**src/rtl/rxs_pkg.sv**
```systemverilog
package rxs_pkg;
  typedef struct packed {
    logic       brk;
    logic       ferr;
    logic       perr;
    logic       oerr;
    logic [7:0] data;
  } rx_ent_t;

  localparam int unsigned BIT_BRK   = 15;
  localparam int unsigned BIT_EMPTY = 14;
  localparam int unsigned BIT_FERR  = 13;
  localparam int unsigned BIT_PERR  = 12;
  localparam int unsigned BIT_OERR  = 11;
  localparam int unsigned BIT_ERR   = 10;
  localparam int unsigned BIT_TOUT  = 9;
  localparam int unsigned BIT_TXREQ = 8;
  localparam int unsigned BIT_RXREQ = 7;
  localparam int unsigned BIT_STCHG = 6;

  // event vector order: source bits low, summary on top
  localparam int unsigned EV_RXREQ = 0;
  localparam int unsigned EV_TXREQ = 1;
  localparam int unsigned EV_TOUT  = 2;
  localparam int unsigned EV_ERR   = 3;
  localparam int unsigned EV_NSRC  = 4;
endpackage

```
**src/rtl/rxs_fifo.sv**
```systemverilog
module rxs_fifo
  import rxs_pkg::*;
#(
  parameter int DEPTH = 16,
  localparam int AW = $clog2(DEPTH),
  localparam int CW = $clog2(DEPTH + 1)
) (
  input  logic          clk_i,
  input  logic          rst_ni,
  input  logic          push_i,
  input  rx_ent_t       ent_i,
  input  logic          pop_i,
  output rx_ent_t       head_o,
  output logic [CW-1:0] cnt_o,
  output logic          empty_o,
  output logic          ovr_o
);
  rx_ent_t       mem [DEPTH];
  logic [AW-1:0] wr_ptr, rd_ptr, last_ptr;
  logic [CW-1:0] cnt_q;
  logic          full, do_push, do_pop;

  assign full     = (cnt_q == CW'(DEPTH));
  assign empty_o  = (cnt_q == '0);
  assign do_pop   = pop_i & ~empty_o;
  assign do_push  = push_i & (~full | do_pop);
  assign ovr_o    = push_i & full & ~do_pop;
  assign last_ptr = (wr_ptr == '0) ? AW'(DEPTH - 1) : wr_ptr - 1'b1;

  function automatic logic [AW-1:0] nxt_ptr(input logic [AW-1:0] p);
    return (p == AW'(DEPTH - 1)) ? '0 : p + 1'b1;
  endfunction

  always_ff @(posedge clk_i) begin
    if (do_push) mem[wr_ptr] <= ent_i;
    else if (ovr_o) mem[last_ptr].oerr <= 1'b1;
  end

  always_ff @(posedge clk_i or negedge rst_ni) begin
    if (!rst_ni) begin
      wr_ptr <= '0;
      rd_ptr <= '0;
      cnt_q  <= '0;
    end else begin
      if (do_push) wr_ptr <= nxt_ptr(wr_ptr);
      if (do_pop)  rd_ptr <= nxt_ptr(rd_ptr);
      case ({do_push, do_pop})
        2'b10:   cnt_q <= cnt_q + 1'b1;
        2'b01:   cnt_q <= cnt_q - 1'b1;
        default: cnt_q <= cnt_q;
      endcase
    end
  end

  assign head_o = mem[rd_ptr];
  assign cnt_o  = cnt_q;
endmodule

```
**src/rtl/rxs_event_regs.sv**
```systemverilog
module rxs_event_regs #(
  parameter int NSRC = 4,
  parameter logic [NSRC:0] RST_VAL = '0
) (
  input  logic            clk_i,
  input  logic            rst_ni,
  input  logic [NSRC-1:0] set_i,
  input  logic [NSRC:0]   clr_i,
  input  logic [NSRC-1:0] mask_i,
  output logic [NSRC:0]   q_o
);
  logic [NSRC:0]   q, nxt;
  logic [NSRC-1:0] rise;

  for (genvar i = 0; i < NSRC; i++) begin : g_src
    assign nxt[i]  = (q[i] & ~clr_i[i]) | set_i[i];
    assign rise[i] = nxt[i] & ~q[i];
  end

  // summary bit: set on a selected 0->1 transition
  assign nxt[NSRC] = (q[NSRC] & ~clr_i[NSRC]) | |(rise & mask_i);

  always_ff @(posedge clk_i or negedge rst_ni) begin
    if (!rst_ni) q <= RST_VAL;
    else         q <= nxt;
  end

  assign q_o = q;
endmodule

```
**src/rtl/rxfifo_status_ctrl.sv**
```systemverilog
module rxfifo_status_ctrl
  import rxs_pkg::*;
#(
  parameter int DEPTH = 16,
  localparam int CW = $clog2(DEPTH + 1)
) (
  input  logic          clk_i,
  input  logic          rst_ni,
  input  logic          rx_valid_i,
  input  logic [7:0]    rx_data_i,
  input  logic          rx_brk_i,
  input  logic          rx_ferr_i,
  input  logic          rx_perr_i,
  input  logic          rx_timeout_i,
  input  logic [CW-1:0] tx_free_i,
  input  logic [CW-1:0] tx_trig_i,
  input  logic [CW-1:0] rx_trig_i,
  input  logic [3:0]    stat_mask_i,
  input  logic          reg_sel_i,
  input  logic          reg_rd_i,
  input  logic          reg_wr_i,
  input  logic [31:0]   reg_wdata_i,
  output logic [31:0]   reg_rdata_o,
  output logic [31:0]   status_o,
  output logic          irq_o
);
  localparam logic [EV_NSRC:0] EV_RST = (EV_NSRC + 1)'(1) << EV_TXREQ;

  rx_ent_t          in_ent, head_raw, head;
  logic [CW-1:0]    cnt;
  logic             empty, ovr, pop;
  logic [EV_NSRC-1:0] ev_set;
  logic [EV_NSRC:0]   ev_clr, ev_q;
  logic             stat_wr;

  assign pop    = reg_rd_i & ~reg_sel_i;
  assign in_ent = '{brk: rx_brk_i, ferr: rx_ferr_i, perr: rx_perr_i,
                    oerr: 1'b0, data: rx_data_i};

  rxs_fifo #(.DEPTH(DEPTH)) u_fifo (
    .clk_i   (clk_i),
    .rst_ni  (rst_ni),
    .push_i  (rx_valid_i),
    .ent_i   (in_ent),
    .pop_i   (pop),
    .head_o  (head_raw),
    .cnt_o   (cnt),
    .empty_o (empty),
    .ovr_o   (ovr)
  );

  assign head = empty ? '0 : head_raw;

  always_comb begin
    ev_set           = '0;
    ev_set[EV_ERR]   = (rx_valid_i & (rx_ferr_i | rx_perr_i)) | ovr;
    ev_set[EV_TOUT]  = rx_timeout_i;
    ev_set[EV_TXREQ] = (tx_free_i >= tx_trig_i);
    ev_set[EV_RXREQ] = (cnt >= rx_trig_i);
  end

  assign stat_wr = reg_wr_i & reg_sel_i;

  always_comb begin
    ev_clr = '0;
    if (stat_wr) begin
      ev_clr[EV_ERR]   = ~reg_wdata_i[BIT_ERR];
      ev_clr[EV_TOUT]  = ~reg_wdata_i[BIT_TOUT];
      ev_clr[EV_TXREQ] = ~reg_wdata_i[BIT_TXREQ];
      ev_clr[EV_RXREQ] = ~reg_wdata_i[BIT_RXREQ];
      ev_clr[EV_NSRC]  = ~reg_wdata_i[BIT_STCHG];
    end
  end

  rxs_event_regs #(.NSRC(EV_NSRC), .RST_VAL(EV_RST)) u_ev (
    .clk_i  (clk_i),
    .rst_ni (rst_ni),
    .set_i  (ev_set),
    .clr_i  (ev_clr),
    .mask_i (stat_mask_i),
    .q_o    (ev_q)
  );

  always_comb begin
    status_o            = '0;
    status_o[BIT_BRK]   = head.brk;
    status_o[BIT_EMPTY] = empty;
    status_o[BIT_FERR]  = head.ferr;
    status_o[BIT_PERR]  = head.perr;
    status_o[BIT_OERR]  = head.oerr;
    status_o[BIT_ERR]   = ev_q[EV_ERR];
    status_o[BIT_TOUT]  = ev_q[EV_TOUT];
    status_o[BIT_TXREQ] = ev_q[EV_TXREQ];
    status_o[BIT_RXREQ] = ev_q[EV_RXREQ];
    status_o[BIT_STCHG] = ev_q[EV_NSRC];
    status_o[CW-1:0]    = cnt;
  end

  assign reg_rdata_o = reg_sel_i ? status_o : {24'h0, head.data};
  assign irq_o       = |ev_q;

  logic unused_wdata;
  assign unused_wdata = ^{reg_wdata_i[31:11], reg_wdata_i[5:0]};
endmodule

```
**config.mk**
```make
export PLATFORM = sky130hd
export DESIGN_NAME = rxfifo_status_ctrl
export DESIGN_NICKNAME = d
export VERILOG_FILES = /design/src/rtl/rxs_pkg.sv /design/src/rtl/rxs_fifo.sv /design/src/rtl/rxs_event_regs.sv /design/src/rtl/rxfifo_status_ctrl.sv
export SDC_FILE = /design/constraint.sdc
export NUM_CORES = 1
export LEC_CHECK = 0
export CAP_MARGIN = 40
export CORE_MARGIN = 10
export CORE_UTILIZATION = 33
export DETAILED_ROUTE_END_ITERATION = 10
export SLEW_MARGIN = 25
export SYNTH_ARGS = -nofsm -noshare
export SYNTH_HDL_FRONTEND = slang
export SYNTH_SLANG_ARGS = --single-unit
```
**constraint.sdc**
```tcl
create_clock -name clk_i -period 3.1 [get_ports clk_i]
set_clock_uncertainty 0.15 [all_clocks]
set_input_delay 0.62 -clock clk_i [delete_from_list [all_inputs] [get_ports clk_i]]
set_output_delay 0.62 -clock clk_i [all_outputs]
set_load 0.02 [all_outputs]
```
==> results of run 1 <==
[layout make-up]
class	instances	area share
inverters	23	0.00698
repair buffers	167	0.137
well taps	378	0.0382
multi-input cells	316	0.253
flip-flops and latches	210	0.503
clock inverters	12	0.0133
clock buffers	28	0.0481
[how the worst min path moves through the flow]
stage / end / slack, ns
6_report: u_ev.q_o[2] / 0.32
5_1_grt: u_fifo.cnt_o[1] / 0.33
4_1_cts: u_fifo.cnt_o[1] / 0.31
3_5_place_dp: u_ev.q_o[1] / 0.37
3_3_place_gp: u_ev.q_o[1] / 0.35
2_1_floorplan: u_ev.q_o[0] / 0.17
[power groups by stage]
stage          combinational [mW]  clock (mW)  sequential (mW)
6_report                     5.07        2.75             3.73
5_1_grt                      5.39        2.92             3.77
4_1_cts                      4.81        2.80             3.73
3_5_place_dp                 4.38           0             3.80
3_3_place_gp                 4.29           0             3.76
2_1_floorplan                2.52           0             3.75
[timing repair]
action / CTS / global route
setup buffers: 13 / 6
pin swaps: 6 / 7
endpoints found under the setup margin: 18 / 20
gates resized for setup: 115 / 36
gates cloned: 2 / 0
[flip-flops by register name, summed over array words and instances, names as in the netlist]
register,count
u_fifo.wr_ptr,4
u_fifo.mem,192
u_ev.q_o,5
u_fifo.rd_ptr,4
u_fifo.cnt_o,5
[kinds of logic (layout without fill, tap and decap cells)]
kind of cell,Yosys count,after routing,synth area share
other,1,33,0.000399
xor gates and xnor gates,7,7,0.00652
and+or+nand+nor,130,130,0.0737
AOI/OAI and AO/OA,58,58,0.0430
buffers and inverters,85,230,0.0494
muxes,69,69,0.139
DFF,210,210,0.661
adders and majority gates,19,19,0.0261
[synth_stat cells, drive strengths merged (6+ instances only)]
cell type  count
nor2          22
nor4           6
buf           47
and2          16
nand2         26
dfrtp         17
nand3          9
mux4          48
nor3          21
o21ai         20
clkbuf        15
mux2i         18
nand2b         6
a21oi          8
inv           23
ha            18
o221ai         7
edfxtp       192
[metrics by stage]
step	worst slack, ns	hold WS (ns)	power (mW)
after floorplan	-0.392	0.174	6.27
after global placement	-0.427	0.348	8.06
after detailed placement	-0.428	0.368	8.18
after CTS	-0.190	0.311	11.3
after global routing	-0.210	0.335	12.1
final	-0.109	0.316	11.5
[worst max-delay path, delay by kind of cell, from the launching register on]
family | cells | cell delay [ns]
flops | 1 | 0.41
compound gates | 2 | 0.49
simple gates | 1 | 0.07
buf+inv | 3 | 0.46
mux | 1 | 0.50
[metal layers]
layer,up-vias,wire length (µm)
li1,2515,-
met1,2929,9520
met2,260,11200
met3,40,1880
met4,0,737
met5,-,0
[placed cells by master (no fill, tap or decap), drive strengths merged, types with 16 or more instances in the layout]
master	Yosys	layout
mux2i	18	18
edfxtp	192	192
nand2	26	26
ha	18	18
inv	23	23
o21ai	20	20
clkbuf	15	28
and2	16	16
mux4	48	48
clkdlybuf4s50	0	55
nor3	21	21
conb	1	33
dfrtp	17	17
nor2	22	22
buf	47	110
==> flow_summary.yaml, run 1 <==
status:
  outcome: "finished with violations"
  failed_checks: "negative setup slack"
cts:
  cts-buffers-inserted: 22
  path_clk_slew_ns: 0.06
  clk_latency_ns: 0.50
  clock_path_buffers: 3
  clock_sinks: 210
  htreeDepth: 1
  clock-root-buffer: "clkbuf_16"
  cts_tree: "yes"
  holdBufCountCts: 0
placement:
  hpwl_um: 16400
  placed_cell_area_um2: 11200
  dp_cells: 1077
  gp_congestion: 0.920
  io_buffers: 73
setup_path:
  cp_slowest_cell: "mux4_2"
  worstSetupEndpoint: "reg_rdata_o[5]"
  worstPathMaxFanout: 7
  worst-setup-path-type: "reg -> out"
  cp-end-kind: "primary output"
  r2r.worst_path.cells: 12
  crit_arrival_ns: 2.44
  rrSetupSlack_ns: 0.21
  reg2reg_from: "u_fifo.cnt_o[2]"
  r2r_end: "u_fifo.cnt_o[4]"
  path_cells: "buf_6, buf_6, mux4_2, a22o_4, a221oi_2, nor3_2, buf_4"
  cp_slowest_stage_delay_ns: 0.50
  crit_path_frequent_cell: "buf_6"
  cp-startpoint: "u_fifo.rd_ptr[0]"
  startpoint_type: "flop"
  critical_path_required_ns: 2.33
floorplanning:
  start_util: 0.337
  ios: 134
  fp.coreArea_um2: 27900
  die_y_um: 189
  rows: 61
  dieWidth_um: 189
  design.die.area_um2: 35600
timing:
  tightest_slew_ns: 0.609
  hold_violations: 0
  setup_ws_ns: -0.109
  grt_setup_unrepaired: "true"
  fin_crit_ns: 3.21
  slew_headroom: 0.594
  setup_viol: 11
  setup_tns_ns: -0.866
  slew_viol_final: 0
  fmax_mhz: 312
  fin_crit_sh: 1.04
final_layout:
  drive_gt1_frac: 0.333
  final_nets: 828
  fillers: 2407
  area_growth_pct: 31.5
  utilization: 0.443
  n_antenna_cell: 0
  multi_input_area_um2: 3130
  instances_no_fill: 1134
  seq_area_um2: 6220
  fin_area_um2: 12400
synth:
  synth_top_cell_area_share: 0.613
  synth_seq_cells: 210
  syn_inst: 579
  ys.flop_type: "edfxtp_1"
  async_reset_ff_frac: 0.0857
  yosysSeqAreaShare: 0.661
  synth_edf_count: 192
  yosys-top-cells-area: "edfxtp_1, mux4_2, dfrtp_1, buf_4, ha_1"
  synth_area_leader_cell: "edfxtp_1"
  avgSynthCellArea_um2: 16.2
  yosysWarnings: 0
  syn_area_um2: 9400
  ys_types: 59
global_route:
  antenna_found_initial: 0
  grt_max_degree: 29
  busiest_layer: "met2"
  met2_usage: 0.216
  use_met3: 0.0321
  grt_remaining_overflow: 0
  grt_pass1_wl_um: 35600
  grt_pass1_vias: 5967
  grt_util_all_layers: 0.129
  grt.met1_usage: 0.157
flow_run:
  max-cap-violations: 0
route:
  route.detailed.drc: 0
  drtIter0Drc: 417
  num_vias: 5744
  wl_per_cell_um: 20.6
  vias_per_cell: 5.07
  routed_wl_um: 23400
  dr.pass1.iters: 5
  drtAntennaViolNets: 0
power:
  power.internal_mw: 7.69
  vdd.ir_drop.worst_mv: 0.534
  p_leak_nw: 4.35
  combPwrFrac: 0.439
  power_frac_seq: 0.323
  p_sw_frac: 0.334
  clkPwrFrac: 0.238
  powerDensity_nw_per_um2: 934
  switchingPower_mw: 3.86
worst_hold_path:
  hp-class: "in -> async"
No activity file was read; power rests on OpenSTA's default activity.
==> run 2: changes to the inputs <==
Settings changed: SKIP_LAST_GASP from default to 1.
==> run 2 against run 1 <==
The flow still finishes with violations (negative setup slack). First-iteration DRC count up 12%. Cell count up 0.18%. Critical path depth unchanged. Cell area down 0.38%. Total power down 0.56%. Critical path type unchanged. Global-route usage about the same. Worst setup slack worse by 0.045 ns. Combinational power down 1%. Count of clock-buffer cells in the layout unchanged. Highest routed layer unchanged. Clock power about the same.
==> flow_summary.yaml, run 2 (synthesis gave the netlist of run 1 again) <==
timing:
  slew_viol_final: 0
  tightest_slew_ns: 0.602
  setup_viol: 14
  hold_violations: 0
  grt_setup_unrepaired: "true"
  fmax_mhz: 307
  fin_crit_sh: 1.05
  timing.hold.ws_ns: 0.317
  setup_ws_ns: -0.155
  fin_crit_ns: 3.25
  slew_headroom: 0.599
setup_path:
  r2r.worst_path.cells: 12
  rrSetupSlack_ns: 0.15
  worstPathMaxFanout: 7
  cp-startpoint: "u_fifo.rd_ptr[0]"
  crit_arrival_ns: 2.48
  cp.depth: 7
  cp_slowest_stage_delay_ns: 0.52
  crit_buf_inv: 3
  cp_slowest_cell: "mux4_2"
  reg2reg_from: "u_fifo.cnt_o[2]"
  crit_family: "compound AO/OA/AOI/OAI gates"
  critical_path_required_ns: 2.33
  worst-setup-path-type: "reg -> out"
  r2r_end: "u_fifo.cnt_o[4]"
  worstSetupEndpoint: "status_o[13]"
  cp-end-kind: "primary output"
  startpoint_type: "flop"
  path_cells: "buf_6, mux4_2, a22o_4, a221oi_4, buf_4, nor2_1, buf_4"
  crit_path_frequent_cell: "buf_4"
final_layout:
  instances_no_fill: 1136
  largest-register: "u_fifo.mem"
  largest_reg_flops: 192
  final_nets: 830
  final_cell_mix: "edfxtp_1, buf_4, clkdlybuf4s50_1, mux4_2, conb_1"
  n_antenna_cell: 0
  mostFrequentLayoutCell: "edfxtp_1"
  drive_gt1_frac: 0.330
  fillers: 2417
  area_growth_pct: 31.0
  utilization: 0.441
  fin_area_um2: 12300
power:
  p_leak_nw: 4.36
  powerDensity_nw_per_um2: 932
  vdd.ir_drop.worst_mv: 0.455
status:
  failed_checks: "negative setup slack"
  outcome: "finished with violations"
placement:
  io_buffers: 73
  gp_congestion: 0.920
  place_ws_ns: -0.428
  dp_cells: 1077
  hpwl_um: 16400
  placed_cell_area_um2: 11200
floorplanning:
  start_util: 0.337
  rows: 61
  fp.coreArea_um2: 27900
  design.die.area_um2: 35600
  dieWidth_um: 189
  die_y_um: 189
  ios: 134
route:
  route.detailed.drc: 0
  drtIter0Drc: 467
  dr.pass1.iters: 4
  wl_per_cell_um: 21.0
  vias_per_cell: 5.06
  drtAntennaViolNets: 0
  routed_wl_um: 23800
  num_vias: 5747
cts:
  clock_path_buffers: 3
  clock-root-buffer: "clkbuf_16"
  path_clk_slew_ns: 0.06
  htreeDepth: 1
  clk_latency_ns: 0.50
  cts_tree: "yes"
  clock_sinks: 210
  cts-buffers-inserted: 22
flow_run:
  max-cap-violations: 0
global_route:
  grt_util_all_layers: 0.129
  grt_remaining_overflow: 0
  grt_pass1_vias: 5975
  grt_pass1_wl_um: 35700
  antenna_found_initial: 0
  grt_max_degree: 29
worst_hold_path:
  hp-class: "in -> async"
run 2: how the worst min path moves through the flow:
stage / endpoint / slack (ns) / depth (start not counted)
floorplan: u_ev.q_o[0] / 0.17 / 0
global placement: u_ev.q_o[1] / 0.35 / 2
detailed placement: u_ev.q_o[1] / 0.37 / 2
CTS: u_fifo.cnt_o[1] / 0.31 / 2
global route: u_fifo.cnt_o[1] / 0.33 / 2
finish: u_fifo.cnt_o[1] / 0.32 / 2
run 2: area by class of cell:
cell class,instances,area (µm²),share of cell area
sequential,210,6220,0.505
multi-input combinational,316,3080,0.250
inverter,23,86.3,0.00701
tap,378,473,0.0384
timing repair buffer,169,1700,0.138
clock buffer,28,594,0.0482
clock inverter,12,164,0.0133
run 2: metrics by stage:
stage	setup TNS, ns	power (mW)
2_1_floorplan	-17.35	6.27
3_3_place_gp	-24.47	8.06
3_5_place_dp	-34.21	8.18
4_1_cts	-2.02	11.3
5_1_grt	-2.86	12.0
6_report	-1.49	11.5
run 2: per-layer routing:
metal,track usage,vias up,part of all wire
met1,0.158,2942,0.40
met4,0.0461,0,0.024
met3,0.0308,37,0.081
li1,-,2519,-
met5,0,-,0
met2,0.217,249,0.49
run 2: worst register-to-register path, cell delays in order (launching register included):
cell and delay (ns):
dfrtp_2 0.45, nor4_4 0.32, buf_4 0.19, a31oi_4 0.09, inv_2 0.08, ha_2 0.19
inv_1 0.06, fa_1 0.39, nor2b_1 0.15, o21ai_1 0.10, nand3_1 0.09, or3b_2 0.45
xnor2_1 0.13
run 2: timing repair:
| item | 4_1_cts | 5_1_grt |
|---|---|---|
| cloned | 2 | 1 |
| setup buffers | 13 | 7 |
| gates resized for setup | 108 | 26 |
| setup endpoints to repair | 18 | 19 |
| pin swaps | 6 | 9 |
| hold buffers | 0 | 0 |
run 2: power by group:
part | switching [mW] | leakage (nW) | internal [mW]
Clock | 1.06 | 0.367 | 1.69
Sequential | 0.242 | 1.94 | 3.49
Combinational | 2.53 | 2.05 | 2.46
Total | 3.83 | 4.36 | 7.65
==> run 3: changes to the inputs <==
Settings changed: CORE_UTILIZATION 33 to 40.
==> run 3 against run 2 <==
The flow still finishes with violations (negative setup slack). Sequential power about the same. Largest cell class unchanged. Critical path type unchanged. Sequential share of layout area increased by 1.2 points. Critical path depth is the same. Via count decreased by 4.0%. Wire length shrank 2.3%. Cell area down 2.3%.
==> flow_summary.yaml, run 3 (synthesis gave the netlist of run 1 again) <==
final_layout:
  largest_reg_flops: 192
  final_nets: 825
  mostFrequentLayoutCell: "edfxtp_1"
  n_antenna_cell: 0
  drive_gt1_frac: 0.311
  utilization: 0.516
  area_growth_pct: 28.0
  fin_area_um2: 12000
  fillers: 1928
  final_cell_mix: "edfxtp_1, buf_4, clkdlybuf4s50_1, mux4_2, conb_1"
  largest-register: "u_fifo.mem"
setup_path:
  cp_slowest_cell: "mux4_2"
  reg2reg_from: "u_fifo.cnt_o[2]"
  path_cells: "buf_12, mux4_2, a22o_1, a221oi_2, buf_4, nor2_2, buf_6"
  worstPathMaxFanout: 8
  cp_slowest_stage_delay_ns: 0.52
  crit_buf_inv: 3
  crit_arrival_ns: 2.49
  crit_family: "multiplexers"
  cp-end-kind: "primary output"
  cp-startpoint: "u_fifo.rd_ptr[0]"
  startpoint_type: "flop"
  worst-setup-path-type: "reg -> out"
  r2r.worst_path.cells: 10
  critical_path_required_ns: 2.33
  cp.depth: 7
timing:
  slew_headroom: 0.635
  setup_viol: 17
  grt_setup_unrepaired: "true"
  fin_crit_sh: 1.05
  hold_violations: 0
  slew_viol_final: 0
  tightest_slew_ns: 0.548
  fmax_mhz: 307
  setup_ws_ns: -0.158
  timing.hold.ws_ns: 0.290
  fin_crit_ns: 3.26
cts:
  holdBufCountCts: 0
  cts-buffers-inserted: 23
  path_clk_slew_ns: 0.07
  clock_path_buffers: 3
  clock_sinks: 210
  clk_latency_ns: 0.52
  cts_tree: "yes"
  clock-root-buffer: "clkbuf_16"
  htreeDepth: 1
power:
  p_leak_nw: 4.26
  powerDensity_nw_per_um2: 911
  finalPower_mw: 11.0
  vdd.ir_drop.worst_mv: 0.567
placement:
  gp_congestion: 0.855
  io_buffers: 73
  hpwl_um: 16300
  placed_cell_area_um2: 11200
status:
  outcome: "finished with violations"
  failed_checks: "negative setup slack"
route:
  drtIter0Drc: 390
  wl_per_cell_um: 21.7
  num_vias: 5519
  route.detailed.drc: 0
  vias_per_cell: 5.16
  dr.pass1.iters: 5
  drtAntennaViolNets: 0
  routed_wl_um: 23300
floorplanning:
  design.die.area_um2: 30000
  dieWidth_um: 173
  ios: 134
  die_y_um: 173
  fp.coreArea_um2: 23300
  rows: 56
  start_util: 0.403
worst_hold_path:
  hp-class: "in -> async"
global_route:
  grt_max_degree: 30
  antenna_found_initial: 0
  grt_util_all_layers: 0.151
  grt_pass1_wl_um: 35300
  grt_remaining_overflow: 0
  grt_pass1_vias: 5913
flow_run:
  max-cap-violations: 0
## run 3: path summary, 6_finish.rpt
check                                   to  slack (ns)
setup / recovery           reg_rdata_o[12]       -0.16
hold / removal                 u_ev.q_o[2]        0.29
setup reg to reg           u_fifo.cnt_o[4]        0.14
hold reg to reg                u_ev.q_o[1]        0.37
max in group asynchronous      u_ev.q_o[1]        2.23
min in group clk_i             u_ev.q_o[1]        0.37
## run 3: layout make-up
class / instances / area, µm² / share of cell area
Clock buffer: 29 / 618 / 0.0514
Sequential cell: 210 / 6220 / 0.517
Inverter: 23 / 86.3 / 0.00718
Clock inverter: 9 / 111 / 0.00926
Timing Repair Buffer: 163 / 1600 / 0.133
Multi-Input combinational cell: 316 / 2990 / 0.249
Tap cell: 319 / 399 / 0.0332
## run 3: per-layer routing
layer  GRT usage  vias up  part of all wire
li1            -     2511                 -
met1       0.198     2818              0.44
met2       0.253      163              0.49
met3      0.0285       27             0.050
met4      0.0410        0             0.023
met5           0        -                 0
## run 3: stage by stage
step / instances / setup WS [ns] / TNS [ns]
CTS: 1066 / -0.175 / -1.98
finish: 1069 / -0.158 / -1.63
floorplan: 611 / -0.392 / -17.35
detailed placement: 1025 / -0.359 / -24.74
global placement: 1025 / -0.324 / -16.89
global route: 1069 / -0.237 / -2.99
## run 3: power by group
group / leakage, nW / switching, mW / internal [mW]
clock network: 0.358 / 1.07 / 1.58
registers: 1.94 / 0.241 / 3.50
logic: 1.96 / 2.36 / 2.22
## run 3: repair_timing
item                                    in CTS  in global routing
endpoints found under the setup margin      18                 20
endpoints found under the hold margin        0                  0
gates resized for setup                    108                  5
pin swaps                                   10                  1
setup buffers                                5                  4
